### src/rtl/tick_timer_pkg.sv
// Shared types for the tick timer.
// Assumes: the mode field is two bits wide and sits at the top of the control word.
package tick_timer_pkg;

    // Action taken when a match occurs
    typedef enum logic [1:0] {
        TMODE_OFF      = 2'b00,
        TMODE_RESTART  = 2'b01,
        TMODE_ONESHOT  = 2'b10,
        TMODE_FREE     = 2'b11
    } tmode_e;

endpackage

### src/rtl/tick_timer_counter.sv
// Full-width count register.
// Does: loads software data, clears on a restart match, otherwise steps by one on advance.
// Assumes: load has priority; adv is already masked against load by the parent.
module tick_timer_counter #(
    parameter int CNT_W = 32
) (
    input  logic             clk,
    input  logic             rst_n,
    input  logic             load_i,
    input  logic [CNT_W-1:0] load_val_i,
    input  logic             clr_i,
    input  logic             adv_i,
    output logic [CNT_W-1:0] cnt_o
);

    logic [CNT_W-1:0] cnt_q;

    // Count register update: load, then clear, then step
    always_ff @(posedge clk) begin
        if (!rst_n) begin
            cnt_q <= '0;
        end else if (load_i) begin
            cnt_q <= load_val_i;
        end else if (clr_i) begin
            cnt_q <= '0;
        end else if (adv_i) begin
            cnt_q <= cnt_q + CNT_W'(1);
        end
    end

    assign cnt_o = cnt_q;

    assert_load_value_R10: assert property (@(posedge clk) disable iff (!rst_n)
        load_i |=> cnt_q == $past(load_val_i));
    assert_hold_when_idle_R2: assert property (@(posedge clk) disable iff (!rst_n)
        (!load_i && !clr_i && !adv_i) |=> $stable(cnt_q));
    assert_step_one_R2: assert property (@(posedge clk) disable iff (!rst_n)
        (!load_i && !clr_i && adv_i) |=> cnt_q == $past(cnt_q) + CNT_W'(1));

endmodule

### src/rtl/tick_timer_match.sv
// Period compare.
// Does: flags a match when the masked low count bits, after this tick's increment, equal the period.
// Assumes: only the low PER_W bits of the count are given; upper bits never take part.
module tick_timer_match #(
    parameter int PER_W = 28
) (
    input  logic [PER_W-1:0] cnt_low_i,
    input  logic [PER_W-1:0] period_i,
    input  logic             adv_i,
    output logic             hit_o
);

    logic [PER_W-1:0] next_low;

    // Incremented low bits wrap naturally within the field
    always_comb begin
        next_low = cnt_low_i + PER_W'(1);
        hit_o    = adv_i && (next_low == period_i);
    end

endmodule

### src/rtl/tick_timer_ctrl.sv
// Control register and run state.
// Does: holds mode, enable, sticky pending and period; halts after a one-shot match;
//       derives the run enable and the restart clear.
// Assumes: hit_i was computed with the register values of the current cycle.
module tick_timer_ctrl
    import tick_timer_pkg::*;
#(
    parameter int PER_W = 28
) (
    input  logic             clk,
    input  logic             rst_n,
    input  logic             wr_i,
    input  tmode_e           mode_w_i,
    input  logic             ie_w_i,
    input  logic             ip_w_i,
    input  logic [PER_W-1:0] per_w_i,
    input  logic             hit_i,
    output tmode_e           mode_o,
    output logic             ie_o,
    output logic             ip_o,
    output logic [PER_W-1:0] period_o,
    output logic             run_o,
    output logic             halted_o,
    output logic             restart_o
);

    tmode_e           mode_q;
    logic             ie_q;
    logic             ip_q;
    logic             halted_q;
    logic [PER_W-1:0] period_q;

    // Configuration fields and one-shot halt flag
    always_ff @(posedge clk) begin
        if (!rst_n) begin
            mode_q   <= TMODE_OFF;
            ie_q     <= 1'b0;
            period_q <= '0;
            halted_q <= 1'b0;
        end else if (wr_i) begin
            mode_q   <= mode_w_i;
            ie_q     <= ie_w_i;
            period_q <= per_w_i;
            halted_q <= 1'b0;
        end else if (hit_i && mode_q == TMODE_ONESHOT) begin
            halted_q <= 1'b1;
        end
    end

    // Sticky pending: set by an enabled match, cleared only by writing zero
    always_ff @(posedge clk) begin
        if (!rst_n) begin
            ip_q <= 1'b0;
        end else begin
            ip_q <= (hit_i && ie_q) || (ip_q && !(wr_i && !ip_w_i));
        end
    end

    // Derived controls for the counter
    always_comb begin
        run_o     = (mode_q != TMODE_OFF) && !halted_q;
        restart_o = hit_i && (mode_q == TMODE_RESTART);
    end

    assign mode_o   = mode_q;
    assign ie_o     = ie_q;
    assign ip_o     = ip_q;
    assign period_o = period_q;
    assign halted_o = halted_q;

    assert_pending_cause_R5: assert property (@(posedge clk) disable iff (!rst_n)
        $rose(ip_q) |-> $past(hit_i && ie_q));
    assert_pending_clear_R6: assert property (@(posedge clk) disable iff (!rst_n)
        (wr_i && !ip_w_i && !hit_i) |=> !ip_q);
    assert_pending_sticky_R6: assert property (@(posedge clk) disable iff (!rst_n)
        (ip_q && !(wr_i && !ip_w_i)) |=> ip_q);

endmodule

### src/rtl/tick_timer.sv
// Tick timer top.
// Does: register port for count (select 0) and control (select 1), period match,
//       mode actions and interrupt output.
// Assumes: tick_i is a single-cycle strobe at the timer rate; PER_W <= CNT_W-4.
module tick_timer
    import tick_timer_pkg::*;
#(
    parameter int CNT_W = 32,
    parameter int PER_W = 28
) (
    input  logic             clk,
    input  logic             rst_n,
    input  logic             tick_i,
    input  logic             reg_we_i,
    input  logic             reg_sel_i,
    input  logic [CNT_W-1:0] reg_wdata_i,
    output logic [CNT_W-1:0] reg_rdata_o,
    output logic             irq_o
);

    localparam int MODE_LSB = CNT_W - 2;
    localparam int IE_BIT   = CNT_W - 3;
    localparam int IP_BIT   = CNT_W - 4;
    localparam int GAP_W    = IP_BIT - PER_W;

    logic             cnt_wr, ctl_wr, adv, hit, run, halted, restart;
    logic             ie, ip;
    tmode_e           mode;
    logic [PER_W-1:0] period;
    logic [CNT_W-1:0] cnt;
    logic [CNT_W-1:0] ctl_word;

    // Write decode and tick qualification (count write suppresses the tick)
    always_comb begin
        cnt_wr = reg_we_i && !reg_sel_i;
        ctl_wr = reg_we_i && reg_sel_i;
        adv    = tick_i && run && !cnt_wr;
    end

    tick_timer_counter #(.CNT_W(CNT_W)) u_counter (
        .clk        (clk),
        .rst_n      (rst_n),
        .load_i     (cnt_wr),
        .load_val_i (reg_wdata_i),
        .clr_i      (restart),
        .adv_i      (adv),
        .cnt_o      (cnt)
    );

    tick_timer_match #(.PER_W(PER_W)) u_match (
        .cnt_low_i (cnt[PER_W-1:0]),
        .period_i  (period),
        .adv_i     (adv),
        .hit_o     (hit)
    );

    tick_timer_ctrl #(.PER_W(PER_W)) u_ctrl (
        .clk       (clk),
        .rst_n     (rst_n),
        .wr_i      (ctl_wr),
        .mode_w_i  (tmode_e'(reg_wdata_i[CNT_W-1:MODE_LSB])),
        .ie_w_i    (reg_wdata_i[IE_BIT]),
        .ip_w_i    (reg_wdata_i[IP_BIT]),
        .per_w_i   (reg_wdata_i[PER_W-1:0]),
        .hit_i     (hit),
        .mode_o    (mode),
        .ie_o      (ie),
        .ip_o      (ip),
        .period_o  (period),
        .run_o     (run),
        .halted_o  (halted),
        .restart_o (restart)
    );

    // Control word assembly: unused gap reads zero when present
    generate
        if (GAP_W > 0) begin : g_gap
            logic unused_gap_bits;
            assign unused_gap_bits = ^reg_wdata_i[IP_BIT-1:PER_W];
            assign ctl_word = {mode, ie, ip, {GAP_W{1'b0}}, period};
        end else begin : g_nogap
            assign ctl_word = {mode, ie, ip, period};
        end
    endgenerate

    // Read mux and interrupt gate
    always_comb begin
        reg_rdata_o = reg_sel_i ? ctl_word : cnt;
        irq_o       = ip && ie;
    end

    assert_restart_zero_R7: assert property (@(posedge clk) disable iff (!rst_n)
        (hit && mode == TMODE_RESTART && !cnt_wr) |=> cnt == '0);
    assert_oneshot_hold_R8: assert property (@(posedge clk) disable iff (!rst_n)
        (halted && !reg_we_i) |=> $stable(cnt));
    assert_free_run_R9: assert property (@(posedge clk) disable iff (!rst_n)
        (hit && mode == TMODE_FREE) |=> cnt == $past(cnt) + CNT_W'(1));
    assert_off_no_match_R2: assert property (@(posedge clk) disable iff (!rst_n)
        (mode == TMODE_OFF) |-> !hit);

endmodule

### config.mk
export PLATFORM = sky130hd
export DESIGN_NAME = tick_timer
export DESIGN_NICKNAME = d
export VERILOG_FILES = /design/src/rtl/tick_timer_pkg.sv /design/src/rtl/tick_timer_counter.sv /design/src/rtl/tick_timer_match.sv /design/src/rtl/tick_timer_ctrl.sv /design/src/rtl/tick_timer.sv
export SDC_FILE = /design/constraint.sdc
export NUM_CORES = 1
export LEC_CHECK = 0
export BUFFER_PORTS_ARGS = -buffer_cell sky130_fd_sc_hd__buf_4
export CORE_MARGIN = 2
export CORE_UTILIZATION = 46
export CTS_CLUSTER_SIZE = 24
export DETAILED_ROUTE_END_ITERATION = 10
export GPL_TIMING_DRIVEN = 0
export PLACE_DENSITY = 0.7
export SLEW_MARGIN = 10
export SYNTH_ARGS = -nofsm -noshare
export SYNTH_HDL_FRONTEND = slang
export SYNTH_SLANG_ARGS = --single-unit
### constraint.sdc
create_clock -name clk -period 6.72 [get_ports clk]
set_input_delay 1.344 -clock clk [delete_from_list [all_inputs] [get_ports clk]]
set_output_delay 1.344 -clock clk [all_outputs]
set_load 0.01 [all_outputs]
## After elaboration in Yosys (flattened, before gate mapping)

Index checks and enable logic that the tools add are counted.

- Output and inout port bits: 33
- Logic and storage cells: 37
- Flip-flop bits (word level): 65

- Add/sub/neg operators: 2
- Multiplexer cells: 4
- Eq/ne operators: 3
- Bitwise gates (word level): 1
- Reductions and logical operators: 21

Operators by type and width:

| operator | count |
|---|---|
| 32-bit two-way mux | 4 |
| 32-bit by 1-bit adder with 32-bit output (second input constant) | 1 |
| 28-bit by 1-bit adder with 28-bit output (second input constant) | 1 |
| 28-bit equality test | 1 |
| 1-bit logical AND | 12 |
| 1-bit logical NOT | 5 |
| 3-bit nonzero test | 1 |
| 2-bit by 1-bit equality test with 1-bit output (second input constant) | 1 |
| 2-bit equality test (second input constant) | 1 |
| 2-bit nonzero test | 1 |
| 2-bit OR reduction | 1 |
| 1-bit logical OR | 1 |
| 1-bit NOT | 1 |

## Depth between registers and ports, before layout

Gate-level depths: netlist (run 1).

- Word-level depth: 8
- Gate-level depth with buffers: 12
- Depth with buffers taken out: 10

## Cells and area by module

Synthesis (run 1) repeated with hierarchy kept, for this count alone.

- Cells, all modules: 554
- Area, all modules: 4834.6 um2

By module, submodules not included:

| module | area an instance (um2) | sequential area each (um2) | times used | cells an instance |
|---|---|---|---|---|
| tick_timer_counter | 1961.9 | 640.6 | 1 | 256 |
| tick_timer_ctrl | 1300.0 | 660.6 | 1 | 113 |
| tick_timer_match | 1003.5 | 0.0 | 1 | 144 |
| tick_timer | 569.3 | 0.0 | 1 | 41 |

## Least setup slack after synthesis (run 1)

Ideal clock, no wire load.

- Kind: input-to-output
- Start point: input port reg_sel_i
- End point: output port reg_rdata_o[11]
- Path slack: 2.965 ns
- Stages: 3
- Arrival time: 2.411 ns
- Data required time: 5.376 ns
- Cell sequence: buf_1 -> clkbuf_1 -> mux2_2

- Cells in the longest elaborated chain, start to end: 1

RTL lines:

| item | line | RTL |
|---|---|---|
| start: declaration | tick_timer.sv:15 | `input logic reg_sel_i,` |
| 32-bit two-way mux | tick_timer.sv:88 | `reg_rdata_o = reg_sel_i ? ctl_word : cnt;` |
| end: declaration | tick_timer.sv:17 | `output logic [CNT_W-1:0] reg_rdata_o,` |

No other way between the ends.

## Final worst setup path (run 1)

- Start point: input port reg_sel_i
- End point: output port reg_rdata_o[8]

The elaborated chain is that of the path after synthesis.

==> results of run 1 <==
-- power by group through the flow --
stage / registers (mW) / logic (mW) / clock network, mW
floorplan: 0.440 / 0.183 / 0
global placement: 0.446 / 0.277 / 0
finish: 0.439 / 0.288 / 0.355
global route: 0.442 / 0.311 / 0.369
detailed placement: 0.447 / 0.281 / 0
CTS: 0.438 / 0.283 / 0.353
-- worst register-to-register path: stages (launching register included) --
cell and delay [ns]:
dfxtp_1 0.48, ha_1 0.32, nand3_2 0.28, or3_1 0.49
xnor2_1 0.32, o22ai_1 0.12, or4b_1 0.58, a2111oi_4 0.42
nand4b_4 0.26, buf_2 0.30, o211ai_1 0.13, nand3_1 0.09
-- layer usage --
| layer | up-vias | global-route usage, % |
|---|---|---|
| met1 | 2521 | 43.2 |
| met4 | 0 | 17.4 |
| li1 | 2517 | - |
| met3 | 61 | 4.64 |
| met2 | 288 | 52.1 |
| met5 | - | 0 |
-- cell type report --
cell class / count / area, um2
buffer: 58 / 249
clock buffer: 11 / 141
clock inverter: 5 / 55.1
fill: 1026 / 4560
inverter: 10 / 37.5
multi-input combinational: 513 / 3150
sequential: 65 / 1300
tap: 136 / 170
timing repair buffer: 69 / 518
-- synthesized netlist by cell type (12+ instances only) --
cell,instances,area (um2)
nand2_1,90,338
o21ai_1,20,100
dfxtp_1,65,1300
nor3_1,27,135
a21oi_1,74,370
nand3_1,34,170
nor2_1,21,78.8
mux2_2,28,315
o21ai_0,29,145
a31oi_1,14,87.6
and3_1,12,75.1
and2_1,14,87.6
xnor2_1,29,254
nand4_1,18,113
nor4_1,18,113
clkbuf_1,44,165
-- stage by stage --
step	cells	area, um2	utilization, %	hold slack [ns]
final	867	5630	55.2	0.485
after global routing	867	5630	55.2	0.516
after CTS	867	5630	55.2	0.482
after detailed placement	851	5430	53.3	0.469
after global placement	851	5430	53.3	0.466
after floorplan	646	4740	-	0.450
-- registers in the layout, indices dropped and copies added, names as in the netlist --
signal and count:
u_ctrl.halted_o 1, u_ctrl.ip_o 1, u_ctrl.period_o 28, u_ctrl.mode_o 2
u_ctrl.ie_o 1, u_counter.cnt_o 32
-- placed cells by master (no fill, tap or decap), drive strengths merged, types with 3 or more instances in the layout --
cell type / count
buf: 83
nor2: 21
nor2b: 5
nor3b: 4
and4: 6
nor4: 20
and2: 14
a21oi: 74
nand3: 35
inv: 10
mux2: 28
nand2: 90
nand2b: 5
xor2: 7
or4: 3
a22oi: 7
o21ai: 49
xnor2: 29
and3: 12
nand4: 22
nor3: 27
o211ai: 4
o31ai: 6
dfxtp: 65
a31oi: 14
or3: 5
clkbuf: 55
-- path summary, 6_finish.rpt --
path                                       to  slack, ns                              from
max                            reg_rdata_o[8]       2.32                         reg_sel_i
min          u_ctrl.period_o[12]$_SDFFE_PN0P_       0.48  u_ctrl.period_o[12]$_SDFFE_PN0P_
max reg2reg  u_counter.cnt_o[31]$_SDFFE_PN0P_       2.82   u_counter.cnt_o[1]$_SDFFE_PN0P_
min reg2reg  u_ctrl.period_o[12]$_SDFFE_PN0P_       0.48  u_ctrl.period_o[12]$_SDFFE_PN0P_
-- logic make-up after synthesis --
| family | Yosys count | synth area share, % |
|---|---|---|
| muxes | 30 | 7.07 |
| xor gates and xnor gates | 36 | 6.65 |
| and+or+nand+nor | 274 | 31.3 |
| buffers and inverters | 68 | 6.04 |
| AOI/OAI and AO/OA | 172 | 21.2 |
| adders and majority gates | 1 | 0.264 |
| DFF | 65 | 27.4 |
==> metrics.txt, run 1 <==
dominant register cell in the synthesized netlist dfxtp_1; crit path kind primary input to primary output; Worst path top cell family by delay buffers and inverters; Post-route DRC 0; Post-synth EDFFs 0; min cycle time layout ~4.4 ns; net switching power 371 uW; clock network fraction of total power approximately a third; worst-case reg-to-reg path depth 11; Via density 6.21; clk_lat worst skew 0.38 ns; Initial Util between 40% and 50%; dpl ws ~2.3 ns; hold path depth 2; Seq/Total Area, Yosys ~27%; PostCTS Resize Cnt 0; Max stage delay on crit path around 0.61 ns; First DRT Iteration DRCs between 600 and 700; Req. time, crit path approximately 5.4 ns; # rows 37; Placer Congestion between 0.9 and 1; Die X roughly 110 um; CP max stage cell clkbuf_1; clk_skew between 0.01 and 0.015 ns; die height about 110 um; Cell Pwr Density around 190 nW/um2; Net Sw Frac between 30% and 40%; final number of hold-violating endpoints 0; crit-path most repeated cell buf_4; Mean Syn Cell Area approximately 7.3 um2; post-route antenna net violation count 0; die area ~11000 um2; Maximum Capacitance Violations 0; crit start category primary input; relative slew slack approximately 22%; final slew viol count 0; DRT Pass-1 Iters 5; GRT Total Usage ~33%; maximum vdd drop 0.120 mV; synth unique cells 56; IO buf count a little under 70; Setup crit end kind primary output; crit path buf inv count 4; M1 WL approximately 7400 um; first-pass GRT wire length 28200 um; largest net degree at the start of global routing 12; crit path max fanout 10; met3 wire len between 1500 and 2000 um; fmax 227 MHz; syn nets around 700; critical path depth in cells 5; status finished clean; hpwl dp 13000 um; Layout Nets approximately 760; Reg power frac 40.6%; Gate Count Post-Synth approximately 650; Via Count around 5.4k; clock tree buffer depth 2; htree depth 3; CTS Hold Buffers Added 0; Pleak 2.05 nW; worst slew pin tran 1.16 ns; cell internal pwr just over 700 uW; Worst EP arrival approximately 3.1 ns; yosys warns 0; Setup-failing EPs final 0; CTS tree done; initial antenna violation count 0; Pwr Total between 1 and 1.5 mW; setup TNS 0 ns; io pins 70; Core Area between 10000 and 15000 um2; RSZ-0062 raised after global routing false; Highest Signal Layer met4; post-synthesis async set-or-reset flop share 0%; clock transition at the registers of the reported paths around 0.080 ns; vias in the first global route 5240; Diodes inserted 0; proportion of layout cells with a drive suffix above 1 a little under a fifth; FF+latch count, synth 65; Hold WC Path Type register to register; grt ovf 0; post-DR wirelength/cell ~21 um; setup slack after layout around 2.3 ns; Cell Chain, Critical Path buf_4, buf_1, clkbuf_1, mux2_2, buf_4; clock buffer count from CTS 9; Sink Count 65; Synth Cell Area around 4700 um2; Met2 Wirelength about 8300 um; Tcrit/Tclk final approximately two thirds; Combinational Power Share a little over a quarter; post-CTS repair timing setup buffer count 0; Routed WL around 18000 um; CTS root buf clkbuf_8; P&R area growth vs syn 18.7%
Note: power is estimated with default switching activity, not from simulation.
==> run 2, diff against run 1 <==
Settings changed: PLACE_DENSITY 0.7 to 0.72.
Clock period 6.72 ns to 4 ns, I/O delays scaled along.
==> run 2 against run 1 <==
  * First-iteration DRC count decreased by 17%
  * Flip-flop and latch count stayed put
  * Clock skew grew 0.0057 ns
  * Routed wire length fell by 0.97%
  * Total power grew 68%
  * Cell count unchanged
  * Hold slack better by 0.0032 ns
  * Sequential power up 68%
==> metrics.txt, run 2 (same netlist as run 1, synthesis figures left out) <==
Cell Chain, Critical Path ha_1, nand3_2, or3_1, xnor2_2, o22ai_1, or4b_1, a2111oi_4, nand4b_4, buf_2, o21ai_1, a21oi_1 (was buf_4, buf_1, clkbuf_1, mux2_2, buf_4); IO buf count 69 (unchanged); vias in the first global route 5084 (was 5240); io pins 70 (unchanged); clock transition at the registers of the reported paths 0.08 ns (about the same); Placer Congestion 0.986 (was 0.978); worst reg2reg setup slack 0.27 ns (was 2.82 ns); initial antenna violation count 0 (unchanged); clock tree buffer depth 2 (unchanged); Core Area 10200 um2 (unchanged); Via density 6.19 (was 6.21); proportion of layout cells with a drive suffix above 1 18.6% (was 18.3%); worst r2r src u_counter.cnt_o[1]$_SDFFE_PN0P_ (unchanged); Diodes inserted 0 (unchanged); crit start category register (was primary input); Cells after DPL 851 (unchanged); Die X 106 um (unchanged); crit path kind register to register (was primary input to primary output); maximum vdd drop 0.259 mV (was 0.120 mV); max reg flops 32 (unchanged); Worst EP arrival 3.94 ns (was 3.06 ns); final std cells w/o fill 867 (unchanged); hold wc startpoint u_ctrl.period_o[24]$_SDFFE_PN0P_ (was u_ctrl.period_o[12]$_SDFFE_PN0P_); met3 Use GR 8.29% (was 4.64%); final slew viol count 0 (unchanged); Tcrit/Tclk final 93.3%; Initial Util 46.6% (unchanged); grt ovf 0 (unchanged); GRT Max-Usage Layer met2 (unchanged); Cell Pwr Density 322 nW/um2 (was 192 nW/um2); largest net degree at the start of global routing 12 (unchanged); GRT Total Usage 32.4% (was 32.8%); post-DR wirelength/cell 20.7 um (was 20.9 um); r2r endpoint u_counter.cnt_o[11]$_SDFFE_PN0P_ (was u_counter.cnt_o[31]$_SDFFE_PN0P_); dpl cell area 5430 um2 (unchanged); htree depth 3 (unchanged); min cycle time layout between 3 and 4 ns; Req. time, crit path 4.21 ns (was 5.38 ns); clock buffer count from CTS 9 (unchanged); final number of hold-violating endpoints 0 (unchanged); Endpoint, Worst Hold u_ctrl.period_o[24]$_SDFFE_PN0P_ (was u_ctrl.period_o[12]$_SDFFE_PN0P_); Worst path top cell family by delay simple AND/OR/NAND/NOR gates (was buffers and inverters); worst-case reg-to-reg path depth 11 (unchanged); met1 global-route usage 41.3% (was 43.2%); hold path depth 2 (unchanged); crit path buf inv count 1 (was 4); Maximum Capacitance Violations 0 (unchanged); Sink Count 65 (unchanged); DRT Pass-1 Iters 6 (was 5); Hold WC Path Type register to register (unchanged); commonest non-fill, non-tap cell in the layout nand2_1 (unchanged); clk_lat worst skew 0.38 ns (about the same); Pleak 2.06 nW (was 2.05 nW); setup TNS 0 ns (unchanged); status finished clean (unchanged); Setup crit end kind register (was primary output); Max stage delay on crit path 0.56 ns (was 0.61 ns); FILL cells 1020 (was 1026); hpwl dp 12900 um (was 13000 um); worst slew pin tran 1.17 ns (was 1.16 ns); CP max stage cell or4b_1 (was clkbuf_1); first-pass GRT wire length 27700 um (was 28200 um); crit path max fanout 10 (unchanged); # rows 37 (unchanged); die height 106 um (unchanged); P&R area growth vs syn 18.9% (was 18.7%); post-route antenna net violation count 0 (unchanged); RSZ-0062 raised after global routing false (unchanged); CTS root buf clkbuf_8 (unchanged); clk_skew 0.0187 ns (was 0.0130 ns); die area 11100 um2 (unchanged); CTS tree done (unchanged); met2 Track Usage GR 51.4% (was 52.1%); fin area 5640 um2 (was 5630 um2); Setup-failing EPs final 0 (unchanged); Routed WL 17900 um (was 18100 um); First DRT Iteration DRCs 513 (was 621); Post-route DRC 0 (unchanged); Via Count 5371 (was 5387); relative slew slack 22.0% (was 22.2%); commonest cells after routing, fill and taps aside nand2_1 (90), a21oi_1 (74), buf_4 (73), dfxtp_1 (65), clkbuf_1 (45) (unchanged); fmax around 270 MHz; Layout Nets 764 (unchanged)
-- run 2: cell types whose count changed in the layout (fill, tap and decap cells not counted) --
cell / previous run / this run
nor4_2: 0 / 1
nor4_1: 18 / 17
xnor2_2: 0 / 1
xnor2_1: 29 / 28
-- run 2: power breakdown --
group	switching, mW	internal, mW
Clock	0.291	0.303
Sequential	0.0456	0.692
Combinational	0.282	0.200
Total	0.618	1.20
-- run 2: area by class of cell --
cell class,instances,area (um2),share of cell area [%]
clock buffers,11,141,2.51
inverters,10,37.5,0.665
repair buffers,69,518,9.18
flip-flops and latches,65,1300,23.1
plain buffers,58,249,4.41
well taps,136,170,3.02
multi-input cells,513,3170,56.2
clock inverters,5,55.1,0.976
-- run 2: timing repair --
item / CTS / global route
setup buffers: 0 / 0
setup endpoints to repair: 0 / 7
hold buffers: 0 / 0
resized for setup: 0 / 2
-- run 2: worst max-delay path by stage --
stage	from	end	slack, ns	depth (start not counted)
final	u_counter.cnt_o[1]$_SDFFE_PN0P_	u_counter.cnt_o[11]$_SDFFE_PN0P_	0.27	11
after floorplan	u_counter.cnt_o[1]$_SDFFE_PN0P_	u_counter.cnt_o[10]$_SDFFE_PN0P_	0.96	11
after global routing	u_counter.cnt_o[1]$_SDFFE_PN0P_	u_counter.cnt_o[11]$_SDFFE_PN0P_	0.1	11
after detailed placement	u_counter.cnt_o[1]$_SDFFE_PN0P_	u_counter.cnt_o[4]$_SDFFE_PN0P_	0.32	11
after global placement	u_counter.cnt_o[1]$_SDFFE_PN0P_	u_counter.cnt_o[31]$_SDFFE_PN0P_	0.28	11
after CTS	u_counter.cnt_o[1]$_SDFFE_PN0P_	u_counter.cnt_o[11]$_SDFFE_PN0P_	0.25	11
-- run 2: per-layer routing --
| metal | wire, um | up-vias |
|---|---|---|
| met5 | 0 | - |
| met4 | 705 | 0 |
| met3 | 1670 | 45 |
| met2 | 8230 | 281 |
| met1 | 7320 | 2538 |
| li1 | - | 2507 |
-- run 2: worst reg2reg max path, stage by stage (launching register included) --
cell and delay (ns):
dfxtp_1 0.46, ha_1 0.30, nand3_2 0.27, or3_1 0.50, xnor2_2 0.23, o22ai_1 0.10, or4b_1 0.56, a2111oi_4 0.41
nand4b_4 0.25, buf_2 0.30, o21ai_1 0.12, a21oi_1 0.08
-- run 2: per-stage QoR --
step,worst slack (ns),power [mW],hold WS (ns),util [%]
after floorplan,0.965,1.05,0.450,-
after global placement,0.278,1.21,0.462,53.3
final,0.268,1.81,0.488,55.4
after detailed placement,0.322,1.22,0.475,53.3
after global routing,0.0957,1.89,0.507,55.4
after CTS,0.246,1.81,0.487,55.2
==> run 3, diff against run 2 <==
==> constraint.sdc (replaced) <==
create_clock -name clk -period 3.4 [get_ports clk]
set_input_delay 0.68 -clock clk [delete_from_list [all_inputs] [get_ports clk]]
set_output_delay 0.68 -clock clk [all_outputs]
set_load 0.02 [all_outputs]
==> run 3 against run 2 <==
  * Maximum frequency is 13% higher
  * Worst setup slack worse by 0.16 ns
  * Core utilization is 2.8 points higher
  * Critical path depth is 1 higher
  * Routed wire length is 1.4% higher
  * Highest routed layer unchanged
==> metrics.txt, run 3 (same netlist as run 1, synthesis figures left out) <==
area of the multi-input gates 3280 um2 (was 3170 um2); First DRT Iteration DRCs 453 (was 513); met1 global-route usage 41.4% (was 41.3%); CTS root buf clkbuf_8 (unchanged); Diodes inserted 0 (unchanged); Worst EP arrival 3.53 ns (was 3.94 ns); final number of hold-violating endpoints 0 (unchanged); hpwl dp 12900 um (unchanged); CTS Hold Buffers Added 0 (unchanged); status finished clean (unchanged); first-pass GRT wire length 27800 um (was 27700 um); GRT Total Usage 32.5% (was 32.4%); clock tree buffer depth 2 (unchanged); IO buf count 69 (unchanged); Cell Chain, Critical Path ha_4, nand3_4, or3_4, xnor2_4, o22ai_1, or4b_4, a2111oi_4, nand4b_4, buf_6, buf_4, nand4_1, a31oi_1 (was ha_1, nand3_2, or3_1, xnor2_2, o22ai_1, or4b_1, a2111oi_4, nand4b_4, buf_2, o21ai_1, a21oi_1); clk_lat worst skew 0.38 ns (about the same); Pleak 2.20 nW (was 2.06 nW); Placer Congestion 0.986 (unchanged); vias in the first global route 5100 (was 5084); Maximum Capacitance Violations 0 (unchanged); crit path kind register to register (unchanged); Tcrit/Tclk final 97.0% (was 93.3%); final slew viol count 0 (unchanged); FILL cells 996 (was 1020); die height 106 um (unchanged); Setup crit end kind register (unchanged); worst slew pin tran 1.12 ns (was 1.17 ns); io pins 70 (unchanged); # rows 37 (unchanged); maximum vdd drop 0.306 mV (was 0.259 mV); Via Count 5464 (was 5371); Initial Util 46.6% (unchanged); grt ovf 0 (unchanged); P&R area growth vs syn 25.0% (was 18.9%); CP max stage cell or4b_4 (was or4b_1); Setup-failing EPs final 0 (unchanged); DRT Pass-1 Iters 5 (was 6); proportion of layout cells with a drive suffix above 1 23.2% (was 18.6%); largest net degree at the start of global routing 12 (unchanged); clock transition at the registers of the reported paths 0.08 ns (about the same); Routed WL 18200 um (was 17900 um); CTS tree done (unchanged); dpl cell area 5430 um2 (unchanged); Post-route DRC 0 (unchanged); htree depth 3 (unchanged); Cell Pwr Density 369 nW/um2 (was 322 nW/um2); clock buffer count from CTS 9 (unchanged); Core Area 10200 um2 (unchanged); met3 Use GR 8.35% (was 8.29%); met2 Track Usage GR 51.6% (was 51.4%); dpl ws -0.278 ns (was 0.322 ns); fin area 5930 um2 (was 5640 um2); Layout Nets 783 (was 764); die area 11100 um2 (unchanged); crit path max fanout 8 (was 10); max reg flops 32 (unchanged); Max stage delay on crit path 0.59 ns (was 0.56 ns); sequential cell area 1310 um2 (was 1300 um2); post-DR wirelength/cell 20.5 um (was 20.7 um); post-route antenna net violation count 0 (unchanged); relative slew slack 25.0% (was 22.0%); Die X 106 um (unchanged); final core occ 58.2% (was 55.4%); GRT Max-Usage Layer met2 (unchanged); fmax 303 MHz (was 268 MHz); initial antenna violation count 0 (unchanged); Req. time, crit path 3.64 ns (was 4.21 ns); min cycle time layout 3.30 ns (was 3.73 ns); clk_skew 0.0161 ns (was 0.0187 ns); commonest non-fill, non-tap cell in the layout buf_4 (was nand2_1); commonest cells after routing, fill and taps aside buf_4 (93), nand2_1 (90), a21oi_1 (74), dfxtp_1 (63), clkbuf_1 (41) (was nand2_1 (90), a21oi_1 (74), buf_4 (73), dfxtp_1 (65), clkbuf_1 (45)); Final Hold Slack 0.487 ns (was 0.488 ns); setup slack after layout 0.103 ns (was 0.268 ns); Hold WC Path Type register to register (unchanged); crit start category register (unchanged); Sink Count 65 (unchanged); Via density 6.17 (was 6.19); worst reg2reg setup slack 0.10 ns (was 0.27 ns)
## run 3: cell type report
| type | count | area share [%] |
|---|---|---|
| multi-input combinational | 513 | 55.3 |
| sequential | 65 | 22.0 |
| timing repair buffer | 89 | 11.3 |
| buffer | 57 | 4.50 |
| tap | 136 | 2.87 |
| clock buffer | 11 | 2.39 |
| clock inverter | 5 | 0.929 |
| inverter | 10 | 0.633 |
## run 3: power by group
part           internal, mW  switching [mW]
sequential            0.814          0.0562
combinational         0.250           0.361
clock                 0.357           0.352
## run 3: repair_timing
item                                    CTS  global route
pin swaps                                 3            11
buffers inserted                          1            20
endpoints found under the setup margin   32            33
resized for setup                        12            24
## run 3: worst paths after layout
| kind | start | to | cells after the start |
|---|---|---|---|
| worst min register to register | u_ctrl.ip_o$_SDFF_PN0_ | u_ctrl.ip_o$_SDFF_PN0_ | 2 |
| worst max-delay path | u_counter.cnt_o[1]$_SDFFE_PN0P_ | u_counter.cnt_o[17]$_SDFFE_PN0P_ | 12 |
| worst max register to register | u_counter.cnt_o[1]$_SDFFE_PN0P_ | u_counter.cnt_o[17]$_SDFFE_PN0P_ | 12 |
| worst min-delay path | u_ctrl.ip_o$_SDFF_PN0_ | u_ctrl.ip_o$_SDFF_PN0_ | 2 |
## run 3: worst max-delay path: cells and delay by family, from the launching register on
kind | cells | cell delay (ns)
flops | 1 | 0.39
xor+xnor | 1 | 0.21
simple gates | 5 | 1.49
compound gates | 3 | 0.58
buf+inv | 2 | 0.31
fa+ha+maj | 1 | 0.17
## run 3: metal layers
metal | vias to the layer above | wire length [um] | share of wire [%]
met4 | 0 | 686 | 3.8
met2 | 261 | 8340 | 46
met1 | 2606 | 7620 | 42
met3 | 48 | 1520 | 8.4
met5 | - | 0 | 0
li1 | 2549 | - | -
## run 3: per-stage QoR
stage	setup TNS, ns	total power, mW	instances
floorplan	0	1.25	646
global route	-0.00503	2.28	886
finish	0	2.19	886
detailed placement	-6.59	1.46	851
global placement	-7.80	1.45	851
CTS	0	2.16	867
